### config.mk
export PLATFORM = sky130hd
export DESIGN_NAME = tx_8b10b_enc
export DESIGN_NICKNAME = d
export VERILOG_FILES = /design/src/rtl/tx8b10b_pkg.sv /design/src/rtl/tx_ctrl_classify.sv /design/src/rtl/tx_code_build.sv /design/src/rtl/tx_8b10b_enc.sv
export SDC_FILE = /design/constraint.sdc
export NUM_CORES = 1
export LEC_CHECK = 0
export BUFFER_PORTS_ARGS = -buffer_cell sky130_fd_sc_hd__buf_2
export CAP_MARGIN = 20
export CORE_ASPECT_RATIO = 1.5
export CORE_MARGIN = 2
export CORE_UTILIZATION = 63
export CTS_CLUSTER_SIZE = 25
export DETAILED_ROUTE_END_ITERATION = 12
export GPL_TIMING_DRIVEN = 0
export HOLD_SLACK_MARGIN = 0.1
export PLACE_DENSITY_LB_ADDON = 0.12
export SETUP_SLACK_MARGIN = 0.05
export SLEW_MARGIN = 10
export SYNTH_ARGS = -nofsm -noshare
export SYNTH_HDL_FRONTEND = slang
export SYNTH_HIERARCHICAL = 1
export SYNTH_SLANG_ARGS = --single-unit
export TNS_END_PERCENT = 10
### constraint.sdc
create_clock -name clk -period 13.3 [get_ports clk]
set_clock_uncertainty 0.1 [all_clocks]
set_input_delay 1.995 -clock clk [delete_from_list [all_inputs] [get_ports clk]]
set_output_delay 1.995 -clock clk [all_outputs]
set_load 0.02 [all_outputs]
### src/rtl/tx8b10b_pkg.sv
package tx8b10b_pkg;

    localparam int BYTE_W = 8;
    localparam int XW     = 5;
    localparam int YW     = 3;
    localparam int SIX_W  = 6;
    localparam int FOUR_W = 4;
    localparam int CODE_W = SIX_W + FOUR_W;

    localparam logic [XW-1:0]     K28_X   = 5'd28;
    localparam logic [BYTE_W-1:0] COMMA_B = 8'hBC;
    localparam logic [BYTE_W-1:0] ERRC_B  = 8'hFF;

    typedef enum logic [1:0] {
        KIND_NONE = 2'd0,
        KIND_DATA = 2'd1,
        KIND_CTRL = 2'd2,
        KIND_ERRC = 2'd3
    } kind_e;

    // 6-bit sub-block for negative RD, written a..i from MSB to LSB
    function automatic logic [SIX_W-1:0] six_neg(input logic [XW-1:0] x);
        case (x)
            5'd0:  return 6'b100111;
            5'd1:  return 6'b011101;
            5'd2:  return 6'b101101;
            5'd3:  return 6'b110001;
            5'd4:  return 6'b110101;
            5'd5:  return 6'b101001;
            5'd6:  return 6'b011001;
            5'd7:  return 6'b111000;
            5'd8:  return 6'b111001;
            5'd9:  return 6'b100101;
            5'd10: return 6'b010101;
            5'd11: return 6'b110100;
            5'd12: return 6'b001101;
            5'd13: return 6'b101100;
            5'd14: return 6'b011100;
            5'd15: return 6'b010111;
            5'd16: return 6'b011011;
            5'd17: return 6'b100011;
            5'd18: return 6'b010011;
            5'd19: return 6'b110010;
            5'd20: return 6'b001011;
            5'd21: return 6'b101010;
            5'd22: return 6'b011010;
            5'd23: return 6'b111010;
            5'd24: return 6'b110011;
            5'd25: return 6'b100110;
            5'd26: return 6'b010110;
            5'd27: return 6'b110110;
            5'd28: return 6'b001110;
            5'd29: return 6'b101110;
            5'd30: return 6'b011110;
            default: return 6'b101011;
        endcase
    endfunction

    // 4-bit sub-block for data, negative RD into the sub-block, f..j MSB to LSB
    function automatic logic [FOUR_W-1:0] four_dat(input logic [YW-1:0] y);
        case (y)
            3'd0: return 4'b1011;
            3'd1: return 4'b1001;
            3'd2: return 4'b0101;
            3'd3: return 4'b1100;
            3'd4: return 4'b1101;
            3'd5: return 4'b1010;
            3'd6: return 4'b0110;
            default: return 4'b1110;
        endcase
    endfunction

    // 4-bit sub-block for control characters, negative RD into the sub-block
    function automatic logic [FOUR_W-1:0] four_ctl(input logic [YW-1:0] y);
        case (y)
            3'd0: return 4'b1011;
            3'd1: return 4'b0110;
            3'd2: return 4'b1010;
            3'd3: return 4'b1100;
            3'd4: return 4'b1101;
            3'd5: return 4'b0101;
            3'd6: return 4'b1001;
            default: return 4'b0111;
        endcase
    endfunction

    // MSB-first transmission string to port order (bit 0 sent first)
    function automatic logic [CODE_W-1:0] to_port(input logic [CODE_W-1:0] w);
        logic [CODE_W-1:0] r;
        for (int k = 0; k < CODE_W; k++) r[k] = w[CODE_W-1-k];
        return r;
    endfunction

endpackage

### src/rtl/tx_ctrl_classify.sv
module tx_ctrl_classify
    import tx8b10b_pkg::*;
(
    input  logic              en_i,
    input  logic              idle_i,
    input  logic              ctrl_i,
    input  logic [BYTE_W-1:0] dat_i,
    output kind_e             kind_o,
    output logic [BYTE_W-1:0] dat_o,
    output logic              err_o
);
    logic [XW-1:0] x;
    logic [YW-1:0] y;
    logic          is_k28;
    logic          is_kx7;
    logic          is_errc;

    assign x       = dat_i[XW-1:0];
    assign y       = dat_i[BYTE_W-1:XW];
    assign is_k28  = (x == K28_X);
    assign is_kx7  = (y == 3'd7) && (x == 5'd23 || x == 5'd27 || x == 5'd29 || x == 5'd30);
    assign is_errc = (dat_i == ERRC_B);

    always_comb begin
        kind_o = KIND_NONE;
        dat_o  = dat_i;
        err_o  = 1'b0;
        if (en_i) begin
            if (!ctrl_i) begin
                kind_o = KIND_DATA;
            end else if (is_errc) begin
                kind_o = KIND_ERRC;
            end else if (is_k28 || is_kx7) begin
                kind_o = KIND_CTRL;
            end else begin
                kind_o = KIND_CTRL;
                dat_o  = COMMA_B;
                err_o  = 1'b1;
            end
        end else if (idle_i) begin
            kind_o = KIND_CTRL;
            dat_o  = COMMA_B;
        end
    end
endmodule

### src/rtl/tx_code_build.sv
module tx_code_build
    import tx8b10b_pkg::*;
(
    input  kind_e             kind_i,
    input  logic [BYTE_W-1:0] dat_i,
    input  logic              rd_i,
    output logic [CODE_W-1:0] code_o,
    output logic              rd_o
);
    logic [XW-1:0]     x;
    logic [YW-1:0]     y;
    logic [SIX_W-1:0]  six_base;
    logic [SIX_W-1:0]  six_sel;
    logic [FOUR_W-1:0] four_base;
    logic [FOUR_W-1:0] four_sel;
    logic              six_heavy;
    logic              six_alt;
    logic              four_heavy;
    logic              four_alt;
    logic              rd_mid;
    logic              use_a7;
    logic              is_ctl;

    assign x      = dat_i[XW-1:0];
    assign y      = dat_i[BYTE_W-1:XW];
    assign is_ctl = (kind_i == KIND_CTRL);

    always_comb begin
        six_base   = (is_ctl && x == K28_X) ? 6'b001111 : six_neg(x);
        six_heavy  = ($countones(six_base) != 3);
        six_alt    = six_heavy || (six_base == 6'b111000);
        six_sel    = (rd_i && six_alt) ? ~six_base : six_base;
        rd_mid     = rd_i ^ six_heavy;

        use_a7     = (y == 3'd7) &&
                     ((!rd_mid && (x == 5'd17 || x == 5'd18 || x == 5'd20)) ||
                      ( rd_mid && (x == 5'd11 || x == 5'd13 || x == 5'd14)));
        if (is_ctl) begin
            four_base = four_ctl(y);
            four_alt  = 1'b1;
        end else begin
            four_base = use_a7 ? 4'b0111 : four_dat(y);
            four_alt  = ($countones(four_base) != 2) || (y == 3'd3);
        end
        four_heavy = ($countones(four_base) != 2);
        four_sel   = (rd_mid && four_alt) ? ~four_base : four_base;

        code_o = to_port({six_sel, four_sel});
        rd_o   = rd_mid ^ four_heavy;

        if (kind_i == KIND_ERRC) begin
            code_o = rd_i ? to_port(10'b110000_1110) : to_port(10'b001111_0001);
            rd_o   = rd_i;
        end else if (kind_i == KIND_NONE) begin
            rd_o   = rd_i;
        end
    end
endmodule

### src/rtl/tx_8b10b_enc.sv
module tx_8b10b_enc
    import tx8b10b_pkg::*;
#(
    parameter logic RESET_RD = 1'b0
) (
    input  logic              clk,
    input  logic              rst_n,
    input  logic [BYTE_W-1:0] data_i,
    input  logic              ctrl_i,
    input  logic              en_i,
    input  logic              idle_i,
    input  logic              rd_force_i,
    input  logic              rd_i,
    output logic [CODE_W-1:0] code_o,
    output logic              valid_o,
    output logic              kerr_o,
    output logic              rd_o,
    output logic              rd_cas_o
);
    typedef struct packed {
        logic              en;
        logic              idle;
        logic              ctrl;
        logic [BYTE_W-1:0] dat;
    } in_stg_t;

    typedef struct packed {
        kind_e             kind;
        logic [BYTE_W-1:0] dat;
        logic              err;
    } cls_stg_t;

    typedef struct packed {
        logic [CODE_W-1:0] code;
        logic              valid;
        logic              err;
        logic              rd;
    } out_stg_t;

    typedef struct packed {
        in_stg_t  s1;
        cls_stg_t s2;
        out_stg_t o;
    } pipe_t;

    pipe_t pipe_d, pipe_q;

    kind_e             cls_kind;
    logic [BYTE_W-1:0] cls_dat;
    logic              cls_err;
    logic              rd_eff;
    logic [CODE_W-1:0] bld_code;
    logic              bld_rd;

    tx_ctrl_classify u_cls (
        .en_i   (pipe_q.s1.en),
        .idle_i (pipe_q.s1.idle),
        .ctrl_i (pipe_q.s1.ctrl),
        .dat_i  (pipe_q.s1.dat),
        .kind_o (cls_kind),
        .dat_o  (cls_dat),
        .err_o  (cls_err)
    );

    assign rd_eff = rd_force_i ? rd_i : pipe_q.o.rd;

    tx_code_build u_bld (
        .kind_i (pipe_q.s2.kind),
        .dat_i  (pipe_q.s2.dat),
        .rd_i   (rd_eff),
        .code_o (bld_code),
        .rd_o   (bld_rd)
    );

    always_comb begin
        pipe_d         = pipe_q;
        pipe_d.s1.en   = en_i;
        pipe_d.s1.idle = idle_i;
        pipe_d.s1.ctrl = ctrl_i;
        pipe_d.s1.dat  = data_i;
        pipe_d.s2.kind = cls_kind;
        pipe_d.s2.dat  = cls_dat;
        pipe_d.s2.err  = cls_err;
        pipe_d.o.rd    = bld_rd;
        if (pipe_q.s2.kind != KIND_NONE) begin
            pipe_d.o.code  = bld_code;
            pipe_d.o.valid = 1'b1;
            pipe_d.o.err   = pipe_q.s2.err;
        end else begin
            pipe_d.o.valid = 1'b0;
            pipe_d.o.err   = 1'b0;
        end
    end

    always_ff @(posedge clk or negedge rst_n) begin
        if (!rst_n) begin
            pipe_q      <= '0;
            pipe_q.o.rd <= RESET_RD;
        end else begin
            pipe_q <= pipe_d;
        end
    end

    assign code_o   = pipe_q.o.code;
    assign valid_o  = pipe_q.o.valid;
    assign kerr_o   = pipe_q.o.err;
    assign rd_o     = pipe_q.o.rd;
    assign rd_cas_o = bld_rd;
endmodule

## Word level (Yosys, flattened, before mapping)

Memories as Yosys holds them, arrays and structs flattened.
Cells that the tools add are included.

- Shift-type cells: 0
- Multipliers: 0
- Order comparisons: 0
- Add/subtract/negate cells: 11
- Eq/ne operators: 27
- Reductions and logical operators: 22
- Divide/modulo/power cells: 0
- Mux-type cells: 28
- Bitwise logic cells: 4

Operator list:

| cell | count |
|---|---|
| $add 32x32->32 | 4 |
| $ne 32x3->1 const B | 3 |
| $pmux 4 s7 | 2 |
| $eq 5x5->1 const B | 9 |
| $mux 8 | 5 |
| $mux 10 | 2 |
| $mux 4 | 4 |
| $eq 3x3->1 const B | 5 |
| $eq 5x4->1 const B | 3 |
| $add 1x1->2 | 7 |
| $mux 6 | 2 |
| $logic_or 1x1->1 | 11 |
| $mux 1 | 9 |
| $eq 8x8->1 const B | 1 |
| $mux 2 | 4 |
| $logic_and 1x1->1 | 7 |
| $eq 3x2->1 const B | 2 |
| $eq 6x6->1 const B | 1 |
| $not 6->6 | 1 |
| $eq 2x2->1 const B | 2 |
| $not 4->4 | 1 |
| $eq 3x1->1 const B | 1 |
| $logic_not 3->1 | 1 |
| $logic_not 2->1 | 1 |
| 3 further kinds | 4 |

- Register bits after elaboration: 35
- Bits in latches: 0
- Output and inout port bits: 14
- Memories: 1
- ROM bits: 192
- Memory bits (writable): 0
- Logic and storage cells: 104
- Input port bits: 15

Memories:

| memory | depth | bits a word | rd ports | clocked after memory_dff | write ports | RTL line | source |
|---|---|---|---|---|---|---|---|
| (no name shown) | 32 | 6 | 1 | 0 | 0 | tx8b10b_pkg.sv:23 | `case (x)` |

## Longest topological paths before layout

- Depth after elaboration: 21
- Depth in mapped cells: 29
- Mapped depth without buffers: 28

## By module

Netlist, hierarchy kept.

By module, submodules not included:

| module | sequential area each (um^2) | instances | area each (um^2) | cells each |
|---|---|---|---|---|
| tx_code_build | 0.0 | 1 | 1,282.5 | 176 |
| tx_8b10b_enc | 875.8 | 1 | 1,104.8 | 60 |
| tx_ctrl_classify | 0.0 | 1 | 209.0 | 30 |

## Least setup slack after synthesis

No wires, ideal clock.

- Path type: reg-to-output
- From: reg pipe_q[14] (netlist bit)
- To: out rd_cas_o
- Cell stages (with the launch flop): 26
- Path slack: 5.272 ns
- Data required time: 11.205 ns
- Arrival time: 5.933 ns
- Path buffers: 0
- Cells stage by stage: dfrtp_1 inv_1 ha_1 inv_1 o21ai_1 mux4_2 nor2_1 fa_1 fa_1 inv_1 ha_1 inv_1 fa_1 nand3b_1 xnor2_1 mux2i_1 nor2b_1 o21ai_1 mux2_2 fa_1 ha_1 ha_1 nand2_1 xnor2_1 o21ai_0 xnor2_1

- Longest elaborated chain between the ends: 20
- Elaborated cells between the ends (all ways): 35
- Classes of those cells: add/sub (8); eq/ne (9); mux (5); bitwise (2); reduce/logical (10); memory (1)

RTL lines:

| element | RTL line | source |
|---|---|---|
| start: declaration | tx_8b10b_enc.sv:46 | `pipe_t pipe_d, pipe_q;` |
| start signal: assignment | tx_8b10b_enc.sv:100 | `pipe_q <= pipe_d;` |
| branches (longest 17 deep; another with $add 32x32->32) | -- |  |
| $xor 1x1->1 (*) | tx_code_build.sv:49 | `rd_o = rd_mid ^ four_heavy;` |
| $mux 1 (*) | tx_code_build.sv:54 | `end else if (kind_i == KIND_NONE) begin` |
| $mux 1 (*) | tx_code_build.sv:51 | `if (kind_i == KIND_ERRC) begin` |
| end: declaration | tx_8b10b_enc.sv:18 | `output logic rd_cas_o` |

Every way passes the cells marked *.

## Worst setup path in the final report

Same ends and word-level chain as after synthesis.

==> results.toml <==
[global_routing]
track_usage_pct = 23.8
overflow = 0
antenna_found_initial = 0
grt_pass1_wl_um = 8550
grt_pass1_vias = 1990
grt_max_degree = 36

[routing]
dr.pass1.iters = 4
drc = 0
wl_per_cell_um = 14.6
vias = 1994
drt-vias-per-instance = 5.76
ant_nets = 0
first_iter_violations = 101
drt_wl_total_um = 5050

[sta]
timing.final.crit_share_pct = 67.1
timing.final.ws_setup_ns = 4.38
hold_violations = 0
rsz0062_at_grt = "no"
worstMarginPinSlew_ns = 0.708
finalSetupViolCount = 0
min_period_ns = 8.92
fin_setup_tns_ns = 0
finalMaxSlewViolations = 0
clock.fmax_mhz = 112
slew_headroom_pct = 52.8
timing.hold.ws_ns = 0.361

[synthesis]
synth.cell_area_um2 = 2600
synth-seq-cells = 35
synth_cell_type_count = 62
yosysTopAreaCellShare_pct = 33.7
synth-compound-area-share_pct = 15.6
synth_top_family_by_area = "simple AND/OR/NAND/NOR gates"
synth_adder_area_share_pct = 10.6
avgSynthCellArea_um2 = 9.76
yosysWarnings = 6
synth.area.mux_share_pct = 7.23
synth_nets = 300
async_flop_share_pct = 100
synth-simple-area-share_pct = 19.7
synth_cells = 266
synth_edf_count = 0
synth_xor_area_share_pct = 3.37
synth_ff_type = "dfrtp_1"
synth_area_leader_cell = "dfrtp_1"
synthTopCellsByArea = "dfrtp_1 (34%), ha_1 (6.7%), mux2_2 (5.2%), fa_1 (3.9%), buf_4 (3.5%)"
ys_seq_area_share_pct = 33.7

[cells_and_area]
antennaDiodeCount = 0
fin_cells = 346
nets = 335
drive_gt1_share_pct = 28.6
syn_to_final_growth_pct = 10.9
final_util_pct = 72.8
fillCellCount = 311
final_area_um2 = 2880

[power]
power.total_uw = 461
vdd_drop_max_v = 0.000154
leakage_nw = 1.34
switching_share_pct = 38.1
powerDensity_nw_per_um2 = 160
pwr-share-seq_pct = 30.5
clkPwrFrac_pct = 15.6
p_int_uw = 285
switching_power_uw = 175
combPwrFrac_pct = 53.9

[floorplanning]
dieArea_um2 = 4660
start_util_pct = 65.6
num_rows = 28
fp.dieW_um = 56.4
coreArea_um2 = 3960
fp.dieH_um = 82.6
ios = 29

[placed_design]
postPlaceCellArea_um2 = 2790
dp.cells = 339
hpwl_um = 4020
portBuffers = 28
dpl_worst_slack_ns = 4.64
routabilityCongestion = 0.922

[clocking]
path_clk_slew_ns = 0.06
postCtsSetupBuffers = 0
cts-resized-gates = 0
ctsRootBufferMaster = "clkbuf_8"
clkSinkCount = 35
postCtsHoldBufs = 0
numCtsBuffers = 5
cts_buffer_depth = 2
htree_levels = 2
clk_latency_ns = 0.27
cts_tree = "yes"

[hold_path]
hp-class = "register to register"

[run_status]
status = "complete, no violations"

[critical_path]
crit_path_end_kind = "output pin"
path_max_fanout = 6
worst-setup-path-type = "register to output pin"
arrival_ns = 6.83
cp.required_ns = 11.20
start_kind = "register"

[run]
max_cap_violations = 0
-- state kept, by name, indices dropped and copies added (netlist names) --
register / flops
code_o: 10
rd_o: 1
valid_o: 1
pipe_q: 22
kerr_o: 1
-- cells by family after synthesis --
family	after synthesis
AOI/OAI and AO/OA	58
muxes	16
DFF	35
xor gates and xnor gates	10
and+or+nand+nor	86
buffers and inverters	42
adders and majority gates	19
-- cell usage after synthesis (3+ instances only) --
master and count:
dfrtp_1 35, nand2_1 20, inv_1 16, ha_1 14
buf_4 12, mux2_2 12, nor2_1 12, a21oi_1 11
o21ai_0 11, nor2b_1 8, xnor2_1 8, buf_6 6
a21o_1 5, and2_1 5, buf_2 5, fa_1 5
a31oi_1 4, nand2b_1 4, nand3_1 4, nand4_1 4
o21ai_1 4, clkbuf_1 3, mux2i_1 3, nand3b_1 3
-- layer usage --
layer	wire length, µm	up-vias	track usage (%)
met5	0	-	0
met4	137	0	12.6
met3	105	15	2.65
met2	2800	37	45.9
met1	2010	955	25.2
li1	-	987	-
-- area by class of cell --
type | instances | area, µm² | area share [%]
plain buffers | 26 | 194 | 6.73
clock buffers | 6 | 82.6 | 2.87
clock inverters | 1 | 5.00 | 0.174
inverters | 16 | 60.1 | 2.09
multi-input cells | 189 | 1470 | 50.9
flip-flops and latches | 35 | 876 | 30.4
well taps | 45 | 56.3 | 1.95
repair buffers | 28 | 140 | 4.87
-- final timing paths --
check                           startpoint    endpoint  slack [ns]  cells past startpoint
worst max-delay path            pipe_q[14]    rd_cas_o        4.38                     27
worst min-delay path            pipe_q[29]  pipe_q[19]        0.36                      1
worst max register to register  pipe_q[14]   code_o[9]        6.18                     29
worst min register to register  pipe_q[29]  pipe_q[19]        0.36                      1
max in group asynchronous            rst_n  pipe_q[29]       10.97                      1
min in group asynchronous            rst_n   code_o[3]        1.67                      1
-- critical path, cell delays in order (launching register included) --
cell	delay, ns
dfrtp_1	0.45
inv_1	0.15
ha_1	0.28
inv_1	0.09
o21ai_1	0.06
mux4_2	0.47
nor2_1	0.34
fa_1	0.49
fa_1	0.54
inv_1	0.04
ha_1	0.18
inv_1	0.06
fa_1	0.41
nand3b_1	0.26
xnor2_1	0.33
mux2i_1	0.17
nor2b_1	0.20
o21ai_1	0.09
mux2_2	0.28
fa_1	0.47
ha_1	0.20
ha_1	0.17
nor2_1	0.08
nand2_1	0.08
xnor2_1	0.12
o21ai_0	0.11
xnor2_1	0.23
buf_2	0.21
-- placed cells by master (no fill, tap or decap), drive strengths merged, types with 3 or more instances in the layout --
cell | synthesis | final
fa | 5 | 5
xnor2 | 8 | 8
nor2b | 8 | 8
a211oi | 3 | 3
buf | 23 | 51
clkbuf | 3 | 9
nand2 | 22 | 22
a21oi | 11 | 11
nand2b | 4 | 4
a31oi | 4 | 4
a21o | 5 | 5
nand4 | 4 | 4
dfrtp | 35 | 35
and2 | 5 | 5
mux2 | 12 | 12
or2 | 3 | 3
inv | 16 | 16
nor2 | 14 | 14
nand3b | 3 | 3
mux2i | 3 | 3
o21ai | 16 | 16
nand3 | 4 | 4
ha | 14 | 14
-- power by group through the flow --
stage	combinational, mW	clock [mW]	sequential (mW)
2_1_floorplan	0.190	0	0.141
3_3_place_gp	0.242	0	0.142
3_5_place_dp	0.248	0	0.143
4_1_cts	0.249	0.0739	0.141
5_1_grt	0.275	0.0771	0.143
6_report	0.248	0.0718	0.141
Note: power is estimated with default switching activity, not from simulation.
